### src/rtl/sw_pkg.sv
package sw_pkg;

    // Per-edge action chosen for the counter, in priority order
    typedef enum logic [1:0] {
        MODE_CLEAR = 2'd0,   // restore: clear everything
        MODE_IDLE  = 2'd1,   // not busy: force zero
        MODE_HOLD  = 2'd2,   // busy, no tick
        MODE_STEP  = 2'd3    // busy and tick
    } sw_mode_e;

    typedef struct packed {
        sw_mode_e mode;
        logic     overflow;  // step requested while counter at all ones
    } sw_evt_t;

    function automatic sw_mode_e sw_pick_mode(input logic restore,
                                               input logic busy,
                                               input logic tick);
        if (restore)   return MODE_CLEAR;
        else if (!busy) return MODE_IDLE;
        else if (tick)  return MODE_STEP;
        else            return MODE_HOLD;
    endfunction

endpackage

### src/rtl/sw_mode_dec.sv
module sw_mode_dec
    import sw_pkg::*;
(
    input  logic     restore_i,
    input  logic     busy_i,
    input  logic     tick_i,
    output sw_mode_e mode_o
);

    always_comb begin
        mode_o = sw_pick_mode(restore_i, busy_i, tick_i);
    end

endmodule

### src/rtl/sw_counter.sv
module sw_counter
    import sw_pkg::*;
#(
    parameter int CNT_W = 8
) (
    input  logic             clk,
    input  logic             rst,
    input  sw_mode_e         mode_i,
    output logic [CNT_W-1:0] count_o,
    output sw_evt_t          evt_o
);

    localparam logic [CNT_W-1:0] CNT_MAX = '1;

    logic [CNT_W-1:0] cnt_q;
    logic             at_max;

    assign at_max = (cnt_q == CNT_MAX);

    always_comb begin
        evt_o.mode     = mode_i;
        evt_o.overflow = (mode_i == MODE_STEP) && at_max;
    end

    always_ff @(posedge clk) begin
        if (rst) begin
            cnt_q <= '0;
        end else begin
            unique case (mode_i)
                MODE_CLEAR, MODE_IDLE: cnt_q <= '0;
                MODE_HOLD:             cnt_q <= cnt_q;
                MODE_STEP:             if (!at_max) cnt_q <= cnt_q + 1'b1;
                default:               cnt_q <= cnt_q;
            endcase
        end
    end

    assign count_o = cnt_q;

endmodule

### src/rtl/sw_flag.sv
module sw_flag
    import sw_pkg::*;
(
    input  logic    clk,
    input  logic    rst,
    input  sw_evt_t evt_i,
    output logic    err_o,
    output logic    pulse_o
);

    logic err_q;
    logic pulse_q;
    logic set_now;

    assign set_now = evt_i.overflow && (evt_i.mode != MODE_CLEAR);

    always_ff @(posedge clk) begin
        if (rst || evt_i.mode == MODE_CLEAR) begin
            err_q   <= 1'b0;
            pulse_q <= 1'b0;
        end else begin
            pulse_q <= set_now && !err_q;
            if (set_now) err_q <= 1'b1;
        end
    end

    assign err_o   = err_q;
    assign pulse_o = pulse_q;

endmodule

### src/rtl/seek_watchdog.sv
module seek_watchdog
    import sw_pkg::*;
#(
    parameter int CNT_W = 8
) (
    input  logic             clk,
    input  logic             rst,
    input  logic             tick_i,
    input  logic             busy_i,
    input  logic             restore_i,
    output logic [CNT_W-1:0] count_o,
    output logic             seek_err_o,
    output logic             unload_req_o
);

    sw_mode_e mode;
    sw_evt_t  evt;

    sw_mode_dec u_dec (
        .restore_i (restore_i),
        .busy_i    (busy_i),
        .tick_i    (tick_i),
        .mode_o    (mode)
    );

    sw_counter #(.CNT_W(CNT_W)) u_cnt (
        .clk     (clk),
        .rst     (rst),
        .mode_i  (mode),
        .count_o (count_o),
        .evt_o   (evt)
    );

    sw_flag u_flag (
        .clk     (clk),
        .rst     (rst),
        .evt_i   (evt),
        .err_o   (seek_err_o),
        .pulse_o (unload_req_o)
    );

endmodule

### config.mk
export PLATFORM = sky130hd
export DESIGN_NAME = seek_watchdog
export DESIGN_NICKNAME = d
export VERILOG_FILES = /design/src/rtl/sw_pkg.sv /design/src/rtl/sw_mode_dec.sv /design/src/rtl/sw_counter.sv /design/src/rtl/sw_flag.sv /design/src/rtl/seek_watchdog.sv
export SDC_FILE = /design/constraint.sdc
export NUM_CORES = 1
export LEC_CHECK = 0
export BUFFER_PORTS_ARGS = -buffer_cell sky130_fd_sc_hd__buf_2
export CAP_MARGIN = 20
export CORE_MARGIN = 1.5
export CORE_UTILIZATION = 35
export CTS_CLUSTER_SIZE = 28
export DETAILED_ROUTE_END_ITERATION = 16
export REMOVE_ABC_BUFFERS = 1
export SLEW_MARGIN = 20
export SYNTH_ARGS = -nofsm -noshare
export SYNTH_HDL_FRONTEND = slang
export SYNTH_SLANG_ARGS = --single-unit
### constraint.sdc
create_clock -name clk -period 2.85 [get_ports clk]
set_input_delay 0.4275 -clock clk [delete_from_list [all_inputs] [get_ports clk]]
set_output_delay 0.4275 -clock clk [all_outputs]
set_load 0.005 [all_outputs]
==> results.json <==
{
  "vias": 458,
  "clock_skew_ps": 3.05,
  "numCtsBuffers": 3,
  "drt_wl_total_um": 1010,
  "first_iter_violations": 16,
  "fp.dieH_um": 41.6,
  "overflow": 0,
  "ys_seq_area_share_pct": 38.5,
  "worstPathMaxFanout": 7,
  "yosys_register_bits": 10,
  "viasPerCell": 5.26,
  "top_layer": "met4",
  "peakVddDrop_v": 0.000226,
  "antenna_found_initial": 0,
  "place_ws_ps": 1180,
  "insertion_delay_ps": 260,
  "num-nets-final": 80,
  "hpwl_um": 732,
  "critPathRequiredTime_ps": 3000,
  "drive_gt1_share_pct": 27.8,
  "critical_path_class": "reg -> reg",
  "finalPower_mw": 0.249,
  "diodes": 0,
  "core_area_um2": 1350,
  "worst_pin_slew_ps": 702,
  "fin_area_um2": 624,
  "die_w_um": 41.6,
  "cts_root_buf": "clkbuf_4",
  "drv_cap": 0,
  "post-route-drc-count": 0,
  "syn_area_um2": 520,
  "syn_to_final_growth_pct": 20.0,
  "syn_inst": 56,
  "p_leak_nw": 0.266,
  "htree_levels": 1,
  "finalCriticalPeriod_ps": 1580,
  "period_share_pct": 55.4,
  "ys_types": 27,
  "wl_per_cell_um": 11.6,
  "status": "complete, no violations",
  "critPathLaunchType": "flip-flop",
  "antenna_left": 0,
  "powerDensity_nw_per_um2": 399,
  "cts_resized": 0,
  "dpl_cell_area_um2": 602,
  "slew_headroom_pct": 53.0,
  "hold_viol": 0,
  "rows": 13,
  "drv_slew": 0,
  "rsz0062_at_grt": "no",
  "final_common_cell": "buf_2",
  "cts_tree": "built",
  "route.met2.wl_um": 437,
  "clock_sinks": 10,
  "post_cts_buffers": 0,
  "synth_area_per_cell_um2": 9.29,
  "crit_path_end_kind": "flip-flop",
  "grt_max_degree": 15,
  "finalWorstSetupSlack_ps": 1270,
  "grtUsageTotal_pct": 12.4,
  "cp.arrival_ps": 1730,
  "holdWs_ps": 386,
  "cts.path.max_buffers": 2,
  "setup_viol": 0,
  "ios": 15,
  "layout_common_cells": "buf_2 (14), nand2_1 (10), dfxtp_1 (10), mux2i_1 (5), clkbuf_4 (3)",
  "cts.clk_slew.worst_paths_ps": 60,
  "grt_pass1_vias": 373,
  "die-area_um2": 1730,
  "met1_length_um": 502,
  "firstDrtPassIters": 4,
  "routed-wl-met3_um": 62,
  "fin_setup_tns_ps": 0,
  "n_fill_cell": 139,
  "port_buffers": 14,
  "yosysWarnings": 0,
  "cts_hold_buf": 0,
  "grt_first_pass_wirelength_um": 1640,
  "routabilityCongestion": 0.757,
  "hp-class": "in -> reg",
  "initial_utilization_pct": 38.6,
  "clock.fmax_ghz": 0.633
}
[cells by family after synthesis]
family          synth area share [%]
compound gates                  13.0
fa+ha+maj                       2.40
buf+inv                         1.44
flops                           38.5
mux                             9.62
simple gates                    35.1
[power by group]
group          leakage [nW]  switching (mW)  internal (mW)
Sequential           0.0806        0.000789          0.140
Combinational         0.172         0.00695        0.00592
Clock                0.0138          0.0467         0.0487
[sequential cells by signal, indices dropped and copies added, names as in the netlist]
signal          cells
u_flag.pulse_o      1
u_flag.err_o        1
u_cnt.count_o       8
[cell usage after synthesis, drive strengths merged]
library cell | instances | area (um^2)
and3 | 1 | 6.26
nand4 | 2 | 12.5
o41ai | 1 | 8.76
nand3b | 2 | 15.0
o211a | 1 | 10.0
nand2 | 10 | 37.5
nand3 | 3 | 20.0
a211oi | 1 | 7.51
nor3b | 2 | 20.0
or4 | 1 | 7.51
dfxtp | 10 | 200
mux2i | 5 | 50.1
nand2b | 2 | 12.5
nor2 | 1 | 3.75
and3b | 1 | 8.76
a21oi | 2 | 10.0
ha | 1 | 12.5
o221a | 1 | 11.3
nor4 | 1 | 6.26
a21boi | 2 | 15.0
buf | 1 | 7.51
o21ai | 1 | 5.00
and4 | 2 | 17.5
or2b | 2 | 15.0
[final timing paths]
kind	depth (start not counted)	slack [ps]	endpoint	from
max	4	1270	u_cnt.count_o[6]$_SDFFE_PP0P_	u_cnt.count_o[0]$_SDFFE_PP0P_
min	2	390	u_flag.pulse_o$_SDFF_PP0_	restore_i
max reg2reg	4	1270	u_cnt.count_o[6]$_SDFFE_PP0P_	u_cnt.count_o[0]$_SDFFE_PP0P_
min reg2reg	1	450	u_flag.pulse_o$_SDFF_PP0_	u_flag.err_o$_SDFFE_PP0P_
[critical path, stage by stage, from the launching register on]
cell     delay [ps]
dfxtp_1         430
ha_1            280
and4_1          310
nand4_1         160
o221a_2         290
[area by class of cell]
cell class | count | area (um^2) | share of cell area [%]
multi-input cells | 45 | 313 | 50.1
flip-flops and latches | 10 | 200 | 32.1
repair buffers | 14 | 70.1 | 11.2
clock buffers | 3 | 22.5 | 3.61
well taps | 15 | 18.8 | 3.01
[per-layer routing]
| metal | up-vias | global-route usage [%] |
|---|---|---|
| met5 | - | 0 |
| met4 | 0 | 3.87 |
| met3 | 2 | 6.52 |
| met2 | 12 | 16.3 |
| met1 | 200 | 17.3 |
| li1 | 244 | - |
[through the flow]
| stage | std cells | util, % |
|---|---|---|
| finish | 87 | 46.2 |
| global route | 87 | 46.2 |
| CTS | 87 | 46.2 |
| detailed placement | 84 | 44.6 |
| global placement | 84 | 44.6 |
| floorplan | 55 | - |
Power figures use the tool's default switching activity.
